### config.mk
export PLATFORM = sky130hd
export DESIGN_NAME = page_write_ctrl
export DESIGN_NICKNAME = d
export VERILOG_FILES = /design/src/rtl/pwc_pkg.sv /design/src/rtl/pwc_page_buf.sv /design/src/rtl/pwc_ctrl.sv /design/src/rtl/pwc_commit.sv /design/src/rtl/page_write_ctrl.sv
export SDC_FILE = /design/constraint.sdc
export NUM_CORES = 2
export LEC_CHECK = 0
export CAP_MARGIN = 5
export CELL_PAD_IN_SITES_DETAIL_PLACEMENT = 1
export CELL_PAD_IN_SITES_GLOBAL_PLACEMENT = 2
export CORE_MARGIN = 1.5
export CORE_UTILIZATION = 44
export CTS_CLUSTER_DIAMETER = 50
export DETAILED_ROUTE_END_ITERATION = 8
export DONT_BUFFER_PORTS = 1
export MAX_ROUTING_LAYER = met4
export PLACE_DENSITY = 0.75
export SYNTH_ARGS = -nofsm -noshare
export SYNTH_HDL_FRONTEND = slang
export SYNTH_SLANG_ARGS = --single-unit
### constraint.sdc
create_clock -name clk -period 7.7 [get_ports clk]
set_input_delay 1.155 -clock clk [delete_from_list [all_inputs] [get_ports clk]]
set_output_delay 1.155 -clock clk [all_outputs]
set_load 0.02 [all_outputs]
### src/rtl/pwc_pkg.sv
package pwc_pkg;
  typedef enum logic [1:0] {
    PH_IDLE = 2'd0,
    PH_ADDR = 2'd1,
    PH_DATA = 2'd2
  } phase_t;
endpackage

### src/rtl/pwc_page_buf.sv
module pwc_page_buf #(
  parameter int PAGE_BITS = 8,
  parameter int DATA_W    = 8
) (
  input  logic                       clk,
  input  logic                       rst_n,
  input  logic                       we,
  input  logic [PAGE_BITS-1:0]       wr_off,
  input  logic [DATA_W-1:0]          wr_data,
  input  logic                       clr,
  input  logic [PAGE_BITS-1:0]       rd_off,
  output logic [DATA_W-1:0]          rd_data,
  output logic [(1<<PAGE_BITS)-1:0]  mask
);
  localparam int DEPTH = 1 << PAGE_BITS;

  logic [DATA_W-1:0] store_q [DEPTH];

  always_ff @(posedge clk) begin
    if (we) store_q[wr_off] <= wr_data;
  end

  assign rd_data = store_q[rd_off];

  // one received-flag per offset
  for (genvar g = 0; g < DEPTH; g++) begin : g_mask
    logic seen_q;
    always_ff @(posedge clk or negedge rst_n) begin
      if (!rst_n)                                 seen_q <= 1'b0;
      else if (clr)                               seen_q <= 1'b0;
      else if (we && wr_off == PAGE_BITS'(g))     seen_q <= 1'b1;
    end
    assign mask[g] = seen_q;
  end
endmodule

### src/rtl/pwc_ctrl.sv
module pwc_ctrl
  import pwc_pkg::*;
#(
  parameter int ADDR_W    = 17,
  parameter int PAGE_BITS = 8,
  parameter int DATA_W    = 8
) (
  input  logic                        clk,
  input  logic                        rst_n,
  input  logic                        busy,
  input  logic                        any_stored,
  input  logic                        wc,
  input  logic                        id_lock_req,
  input  logic                        txn_start,
  input  logic                        txn_id_page,
  input  logic                        addr_valid,
  input  logic [ADDR_W-1:0]           addr,
  input  logic                        wr_valid,
  output logic                        wr_ready,
  input  logic [DATA_W-1:0]           wr_data,
  input  logic                        txn_stop,
  output logic                        resp_valid,
  output logic                        resp_ack,
  output logic                        buf_we,
  output logic [PAGE_BITS-1:0]        buf_off,
  output logic [DATA_W-1:0]           buf_data,
  output logic                        buf_clr,
  output logic                        commit_go,
  output logic [ADDR_W-PAGE_BITS-1:0] page_sel,
  output logic                        id_sel,
  output logic                        id_locked
);
  phase_t                        phase_q;
  logic [PAGE_BITS-1:0]          ptr_q;
  logic [ADDR_W-PAGE_BITS-1:0]   page_q;
  logic                          id_q;
  logic                          locked_q;
  logic                          rv_q, ra_q;
  logic                          accept, allowed;

  assign wr_ready  = (phase_q == PH_DATA) && !busy;
  assign accept    = wr_valid && wr_ready;
  assign allowed   = !wc && !(id_q && locked_q);
  assign buf_we    = accept && allowed;
  assign buf_off   = ptr_q;
  assign buf_data  = wr_data;
  assign commit_go = !busy && txn_stop && (phase_q == PH_DATA) && any_stored;
  assign buf_clr   = !busy && (txn_start || (txn_stop && !commit_go));

  assign page_sel   = page_q;
  assign id_sel     = id_q;
  assign id_locked  = locked_q;
  assign resp_valid = rv_q;
  assign resp_ack   = ra_q;

  always_ff @(posedge clk or negedge rst_n) begin
    if (!rst_n) begin
      phase_q <= PH_IDLE;
      ptr_q   <= '0;
      page_q  <= '0;
      id_q    <= 1'b0;
    end else if (!busy) begin
      if (txn_start) begin
        phase_q <= PH_ADDR;
        id_q    <= txn_id_page;
      end else if (txn_stop) begin
        phase_q <= PH_IDLE;
      end else if (addr_valid && phase_q == PH_ADDR) begin
        phase_q <= PH_DATA;
        ptr_q   <= addr[PAGE_BITS-1:0];
        page_q  <= id_q ? '0 : addr[ADDR_W-1:PAGE_BITS];
      end else if (accept) begin
        ptr_q   <= ptr_q + 1'b1;
      end
    end
  end

  always_ff @(posedge clk or negedge rst_n) begin
    if (!rst_n) begin
      rv_q <= 1'b0;
      ra_q <= 1'b0;
    end else begin
      rv_q <= accept;
      ra_q <= accept && allowed;
    end
  end

  always_ff @(posedge clk or negedge rst_n) begin
    if (!rst_n)                     locked_q <= 1'b0;
    else if (id_lock_req && !busy)  locked_q <= 1'b1;
  end
endmodule

### src/rtl/pwc_commit.sv
module pwc_commit #(
  parameter int ADDR_W    = 17,
  parameter int PAGE_BITS = 8,
  parameter int WR_CYCLES = 300
) (
  input  logic                        clk,
  input  logic                        rst_n,
  input  logic                        go,
  input  logic [ADDR_W-PAGE_BITS-1:0] page_in,
  input  logic                        id_in,
  input  logic [(1<<PAGE_BITS)-1:0]   mask,
  output logic [PAGE_BITS-1:0]        rd_off,
  output logic                        busy,
  output logic                        done,
  output logic                        mem_we,
  output logic                        mem_id_page,
  output logic [ADDR_W-1:0]           mem_addr
);
  localparam int DEPTH = 1 << PAGE_BITS;
  localparam int CNT_W = $clog2(WR_CYCLES + 1);

  logic                        active_q;
  logic [CNT_W-1:0]            cnt_q;
  logic [ADDR_W-PAGE_BITS-1:0] page_q;
  logic                        id_q;
  logic                        in_scan;

  assign rd_off      = cnt_q[PAGE_BITS-1:0];
  assign in_scan     = cnt_q < CNT_W'(DEPTH);
  assign busy        = active_q;
  assign done        = active_q && (cnt_q == CNT_W'(WR_CYCLES - 1));
  assign mem_we      = active_q && in_scan && mask[rd_off];
  assign mem_id_page = id_q;
  assign mem_addr    = {page_q, rd_off};

  always_ff @(posedge clk or negedge rst_n) begin
    if (!rst_n) begin
      active_q <= 1'b0;
      cnt_q    <= '0;
      page_q   <= '0;
      id_q     <= 1'b0;
    end else if (!active_q) begin
      if (go) begin
        active_q <= 1'b1;
        cnt_q    <= '0;
        page_q   <= page_in;
        id_q     <= id_in;
      end
    end else if (done) begin
      active_q <= 1'b0;
      cnt_q    <= '0;
    end else begin
      cnt_q <= cnt_q + 1'b1;
    end
  end
endmodule

### src/rtl/page_write_ctrl.sv
module page_write_ctrl #(
  parameter int ADDR_W    = 17,
  parameter int PAGE_BITS = 8,
  parameter int WR_CYCLES = 300
) (
  input  logic              clk,
  input  logic              rst_n,
  input  logic              wc,
  input  logic              id_lock_req,
  input  logic              txn_start,
  input  logic              txn_id_page,
  input  logic              addr_valid,
  input  logic [ADDR_W-1:0] addr,
  input  logic              wr_valid,
  output logic              wr_ready,
  input  logic [7:0]        wr_data,
  input  logic              txn_stop,
  output logic              resp_valid,
  output logic              resp_ack,
  output logic              mem_we,
  output logic              mem_id_page,
  output logic [ADDR_W-1:0] mem_addr,
  output logic [7:0]        mem_wdata,
  output logic              busy
);
  localparam int DEPTH = 1 << PAGE_BITS;

  logic                        buf_we, ctl_clr, commit_go, done, any_stored;
  logic [PAGE_BITS-1:0]        buf_off, rd_off;
  logic [7:0]                  buf_data;
  logic [DEPTH-1:0]            mask;
  logic [ADDR_W-PAGE_BITS-1:0] page_sel;
  logic                        ctl_id_sel, ctl_locked;

  assign any_stored = |mask;

  pwc_ctrl #(.ADDR_W(ADDR_W), .PAGE_BITS(PAGE_BITS), .DATA_W(8)) u_ctrl (
    .clk(clk), .rst_n(rst_n), .busy(busy), .any_stored(any_stored),
    .wc(wc), .id_lock_req(id_lock_req), .txn_start(txn_start),
    .txn_id_page(txn_id_page), .addr_valid(addr_valid), .addr(addr),
    .wr_valid(wr_valid), .wr_ready(wr_ready), .wr_data(wr_data),
    .txn_stop(txn_stop), .resp_valid(resp_valid), .resp_ack(resp_ack),
    .buf_we(buf_we), .buf_off(buf_off), .buf_data(buf_data),
    .buf_clr(ctl_clr), .commit_go(commit_go), .page_sel(page_sel),
    .id_sel(ctl_id_sel), .id_locked(ctl_locked)
  );

  pwc_page_buf #(.PAGE_BITS(PAGE_BITS), .DATA_W(8)) u_buf (
    .clk(clk), .rst_n(rst_n), .we(buf_we), .wr_off(buf_off),
    .wr_data(buf_data), .clr(ctl_clr || done), .rd_off(rd_off),
    .rd_data(mem_wdata), .mask(mask)
  );

  pwc_commit #(.ADDR_W(ADDR_W), .PAGE_BITS(PAGE_BITS), .WR_CYCLES(WR_CYCLES)) u_commit (
    .clk(clk), .rst_n(rst_n), .go(commit_go), .page_in(page_sel),
    .id_in(ctl_id_sel), .mask(mask), .rd_off(rd_off), .busy(busy),
    .done(done), .mem_we(mem_we), .mem_id_page(mem_id_page),
    .mem_addr(mem_addr)
  );
endmodule

### Word-level counts from Yosys, hierarchy flattened

Memories as Yosys holds them, arrays and structs flattened.
Cells that the tools add are included.

| storage, ports and cells | value |
|---|---|
| register bits after elaboration | 299 |
| RAM bits | 2,048 |
| logic and storage cells | 1,604 |
| memories kept | 1 |

Memories:

| name | depth | width | rd ports | clocked after memory_dff | wr ports | RTL line | source |
|---|---|---|---|---|---|---|---|
| u_buf.store_q | 256 | 8 | 1 | 0 | 1 | pwc_page_buf.sv:17 | `logic [DATA_W-1:0] store_q [DEPTH];` |

| operators by class | value |
|---|---|
| add/sub/neg operators | 2 |
| $lt $le $gt $ge | 2 |
| equality and inequality tests | 258 |
| multiplexer cells | 528 |
| bitwise gates (word level) | 3 |
| reduce and logical (&&, ||, !) cells | 543 |

Operators by type and width:

| kind | count |
|---|---|
| 8-bit == test, second input constant | 128 |
| 1-bit 2-to-1 mux | 518 |
| 2-bit nonzero test | 258 |
| 8-bit by 7-bit == test with 1-bit output, second input constant | 64 |
| 1-bit logical AND | 271 |
| 8-bit by 6-bit == test with 1-bit output, second input constant | 32 |
| 256-bit OR reduction | 1 |
| 8-bit by 5-bit == test with 1-bit output, second input constant | 16 |
| 8-bit by 4-bit == test with 1-bit output, second input constant | 8 |
| 9-bit 2-to-1 mux | 4 |
| 8-bit by 3-bit == test with 1-bit output, second input constant | 4 |
| 8-bit by 2-bit == test with 1-bit output, second input constant | 2 |
| 8-bit 2-to-1 mux | 2 |
| 9-bit by 1-bit adder with 9-bit output, second input constant | 1 |
| 9-bit == test, second input constant | 1 |
| 8-bit by 9-bit < comparator with 1-bit output, second input constant | 1 |
| 9-bit < comparator, second input constant | 1 |
| 8-bit by 1-bit adder with 8-bit output, second input constant | 1 |
| 1-bit binary-select mux with 8-bit select | 1 |
| 8-bit by 1-bit == test with 1-bit output, second input constant | 1 |
| 8-bit logical NOT | 1 |
| 4-bit AND reduction | 2 |
| 2-bit 2-to-1 mux | 3 |
| 2-bit AND reduction | 3 |
| other kinds (6) | 12 |

### Longest topological paths before layout

| depth | value |
|---|---|
| word-level depth | 10 |
| mapped depth | 13 |
| depth with buffers taken out | 7 |

### Modules after synthesis

A second synthesis with hierarchy kept.

| second synthesis, totals | value |
|---|---|
| cell total of the unflattened synthesis | 5,251 |
| area total of the unflattened synthesis | 94,968.6 sq um |

By module, submodules not included:

| module | instances | cells each | area each (sq um) | sequential area each (sq um) |
|---|---|---|---|---|
| pwc_page_buf | 1 | 4,776 | 89,923.7 | 67,905.1 |
| pwc_commit | 1 | 261 | 3,259.4 | 500.5 |
| pwc_ctrl | 1 | 128 | 1,228.7 | 575.6 |
| page_write_ctrl | 1 | 86 | 556.8 | 0.0 |

### Worst setup path before layout

No wires, ideal clock.

| timing | value |
|---|---|
| path type | register to output |
| start | reg u_commit.cnt_q[0] |
| end | out mem_wdata[4] |
| arrival time | 2.556 ns |
| required time | 6.545 ns |
| setup slack | 3.989 ns |
| stages on the path, launching flop included | 11 |
| path buffers | 4 |
| cell sequence | dfrtp_1 -> buf_6 -> buf_12 -> buf_6 -> or3b_2 -> clkbuf_1 -> o221ai_1 -> a221oi_1 -> a211oi_1 -> a221oi_1 -> a221oi_1 |

| on the way | value |
|---|---|
| cells in the longest elaborated chain, start to end | 1 |

Ends and longest elaborated chain:

| element | RTL line | source |
|---|---|---|
| from (decl) | pwc_commit.sv:23 | `logic [CNT_W-1:0] cnt_q;` |
| from (signal assigned) | pwc_commit.sv:53 | `cnt_q <= cnt_q + 1'b1;` |
| memory 256 x 8 bit | n/a |  |
| to (decl) | page_write_ctrl.sv:23 | `output logic [7:0] mem_wdata,` |

Every way passes these cells.

### Worst setup path after layout

| timing | value |
|---|---|
| start | reg u_commit.cnt_q[2] |
| end | out mem_wdata[4] |

Same word-level chain as after synthesis.

==> impl_metrics.py <==
metrics = {
    "outcome": {
        "status": "finished, final reports clean",
    },
    "routing": {
        "post_drt_wl_per_cell_um": 33.3,
        "drt_wl_total_mm": 255,
        "drcViolationCount": 0,
        "dr.pass1.iters": 5,
        "drt_iter0_drc": 4824,
        "vias": 46700,
        "viasPerCell": 6.10,
        "ant_nets": 0,
    },
    "synthesis": {
        "async_flop_share_pct": 12.7,
        "synth-seq-cells": 2347,
        "synth_cell_types": 70,
        "ys.flop_type": "edfxtp_1",
        "synth_area_um2": 92800,
        "yosysWarnings": 0,
        "yosysMostFrequentCell": "edfxtp_1",
        "synth_common_cells": "edfxtp_1, mux4_2, nor2_1",
        "syn-instance-count": 4589,
        "synth_top_area_share_pct": 66.2,
        "yosysTopAreaCell": "edfxtp_1",
        "synthTopCellsByArea": "edfxtp_1, mux4_2, dfrtp_1",
        "syn_nets": 4628,
        "seq_area_frac_synth_pct": 74.3,
        "syn_avg_cell_area_um2": 20.2,
        "synth_edf_count": 2048,
    },
    "grt": {
        "grt_first_pass_wirelength_mm": 367,
        "grt_max_degree": 300,
        "grt_pass1_vias": 48800,
        "grt_overflow": 0,
        "track_usage_pct": 24.5,
        "antenna_found_initial": 7,
    },
    "critical_path": {
        "worstPathArrival_ns": 5.34,
        "path_cells": "buf_12 > and2_1 > a221oi_1 > a211oi_1 > a221oi_1 > a221oi_1",
        "max_stage_delay_ns": 1.12,
        "path_buf_inv": 1,
        "crit_fanout": 97,
        "cpMostUsedCell": "a221oi_1",
        "crit_required_ns": 6.55,
        "worstSetupStartpointType": "flip-flop",
        "crit_type": "reg2out",
        "slowest_stage": "a221oi_1",
        "cpLargestDelayFamily": "compound AO/OA/AOI/OAI gates",
        "end_kind": "output pin",
    },
    "power": {
        "p_switching_uw": 5000,
        "pwr-share-comb_pct": 0.1,
        "p_per_area_nw_per_um2": 248,
        "clockPowerShare_pct": 46.1,
        "seqPwrFrac_pct": 53.8,
        "ir_worst_vdd_v": 0.000273,
        "swShare_pct": 19.5,
        "p_leak_uw": 0.0332,
        "intPower_uw": 20700,
    },
    "finish": {
        "fin_area_um2": 104000,
        "drive_gt1_share_pct": 22.4,
        "syn2layout_area_growth_pct": 11.6,
        "nets": 4659,
        "fillCellCount": 18700,
    },
    "place": {
        "port_buffers": 0,
        "routabilityCongestion": 0.841,
        "dp_slack_ns": 2.10,
        "place.detailed.hpwl_mm": 146,
        "placed_area_um2": 95500,
    },
    "floorplan": {
        "row_count": 168,
        "core_um2": 210000,
        "die_h_um": 462,
        "die_w_um": 462,
        "die_area_um2": 214000,
        "start_util_pct": 44.3,
        "pin_count": 65,
    },
    "clocking": {
        "clk_pin_slew_ns": 0.06,
        "cts_buffers": 239,
        "insertion_delay_ns": 0.90,
        "cts_tree": "done",
        "post_cts_resized": 0,
        "htreeDepth": 4,
        "clock_path_buffers": 3,
        "cts_num_sinks": 2347,
        "cts-root-buf": "clkbuf_16",
        "post_cts_buffers": 0,
    },
    "timing": {
        "setup_viol": 0,
        "rsz0062_at_grt": "no",
        "layout_setup_ws_ns": 1.21,
        "hold_viol_final": 0,
        "fin_crit_sh_pct": 84.3,
        "slew_viol_final": 0,
        "tightest_slew_ns": 1.38,
        "relSlewSlack_pct": 9.57,
        "clock.fmax_mhz": 154,
        "min_period_ns": 6.49,
        "skew_ns": 0.0397,
        "setup_tns_ns": 0,
    },
    "hold_path": {
        "hold_path_class": "in2async",
    },
    "job": {
        "drv_cap": 0,
    },
}
[sequential cells by signal (all words and copies together) (netlist names)]
register,cells
u_commit.busy,1
u_ctrl.id_sel,1
u_commit.mem_id_page,1
u_buf.store_q,2048
u_commit.cnt_q,9
u_ctrl.resp_ack,1
u_commit.page_q,9
u_ctrl.phase_q,2
u_ctrl.buf_off,8
u_ctrl.page_sel,9
u_buf.g_mask.seen_q,256
u_ctrl.resp_valid,1
u_ctrl.id_locked,1
[cell families (layout without fill, tap and decap cells)]
| logic type | Yosys count | count (layout) | synth area share [%] |
|---|---|---|---|
| flops | 2347 | 2347 | 74.3 |
| compound gates | 542 | 542 | 4.08 |
| other cells | 0 | 5 | 0 |
| buf+inv | 297 | 544 | 1.89 |
| fa+ha+maj | 5 | 5 | 0.0674 |
| mux | 797 | 797 | 16.7 |
| simple gates | 601 | 601 | 2.93 |
[stage by stage]
stage | total power (µW) | util [%] | hold slack [ns] | instances
finish | 25700 | 49.4 | 0.0423 | 7646
global route | 26300 | 49.4 | -0.000209 | 7646
CTS | 25800 | 49.4 | -0.0874 | 7637
detailed placement | 14100 | 45.6 | 0.470 | 7180
global placement | 14100 | 45.6 | 0.459 | 7180
floorplan | 14100 | - | 0.446 | 4589
[power by group through the flow]
stage	Combinational (µW)	Clock [µW]	Sequential [µW]
after global routing	21.9	12400	13800
after detailed placement	7.48	0	14100
after CTS	7.53	12000	13800
final	19.6	11800	13800
after global placement	7.13	0	14100
after floorplan	6.39	0	14100
[path summary, 6_finish.rpt]
kind                                                 from                              endpoint  cells after the start  slack (ns)
min                                                 rst_n  u_buf.g_mask[228].seen_q$_DFFE_PN0P_                      0        0.04
min reg2reg                u_ctrl.page_sel[7]$_DFFE_PN0P_        u_ctrl.page_sel[7]$_DFFE_PN0P_                      2        0.48
max reg2reg                 u_commit.cnt_q[2]$_DFFE_PN0P_  u_buf.g_mask[229].seen_q$_DFFE_PN0P_                     10        3.04
max in group asynchronous                           rst_n  u_buf.g_mask[233].seen_q$_DFFE_PN0P_                      1        6.26
max                         u_commit.cnt_q[2]$_DFFE_PN0P_                          mem_wdata[4]                      6        1.21
min in group clk                                       wc             u_ctrl.resp_ack$_DFF_PN0_                      1        0.34
[layout make-up]
class | instances | area (µm²) | share of cell area (%)
inverter | 14 | 60.1 | 0.0580
timing repair buffer | 73 | 803 | 0.775
tap | 2805 | 3510 | 3.39
clock inverter | 134 | 1400 | 1.35
antenna | 5 | 12.5 | 0.0121
clock buffer | 323 | 6630 | 6.40
multi-input combinational | 1945 | 22200 | 21.4
sequential | 2347 | 69000 | 66.6
[cells in the final DEF (no fill, tap or decap), types with 56 or more instances in the layout]
cell       instances
edfxtp_1        2048
mux4_2           601
nor2_1           304
dfrtp_1          292
o21a_1           258
clkbuf_16        244
mux2i_1          172
nand2_1          106
nor4_1            70
o21ai_0           64
a21oi_1           56
clkbuf_1          56
[routing by layer]
metal | global-route usage (%) | wire length [µm] | vias up
li1 | - | - | 19000
met1 | 33.5 | 107000 | 25500
met2 | 37.8 | 123000 | 1750
met3 | 4.08 | 16600 | 387
met4 | 7.88 | 8390 | 0
met5 | - | 0 | -
Power figures use the tool's default switching activity.
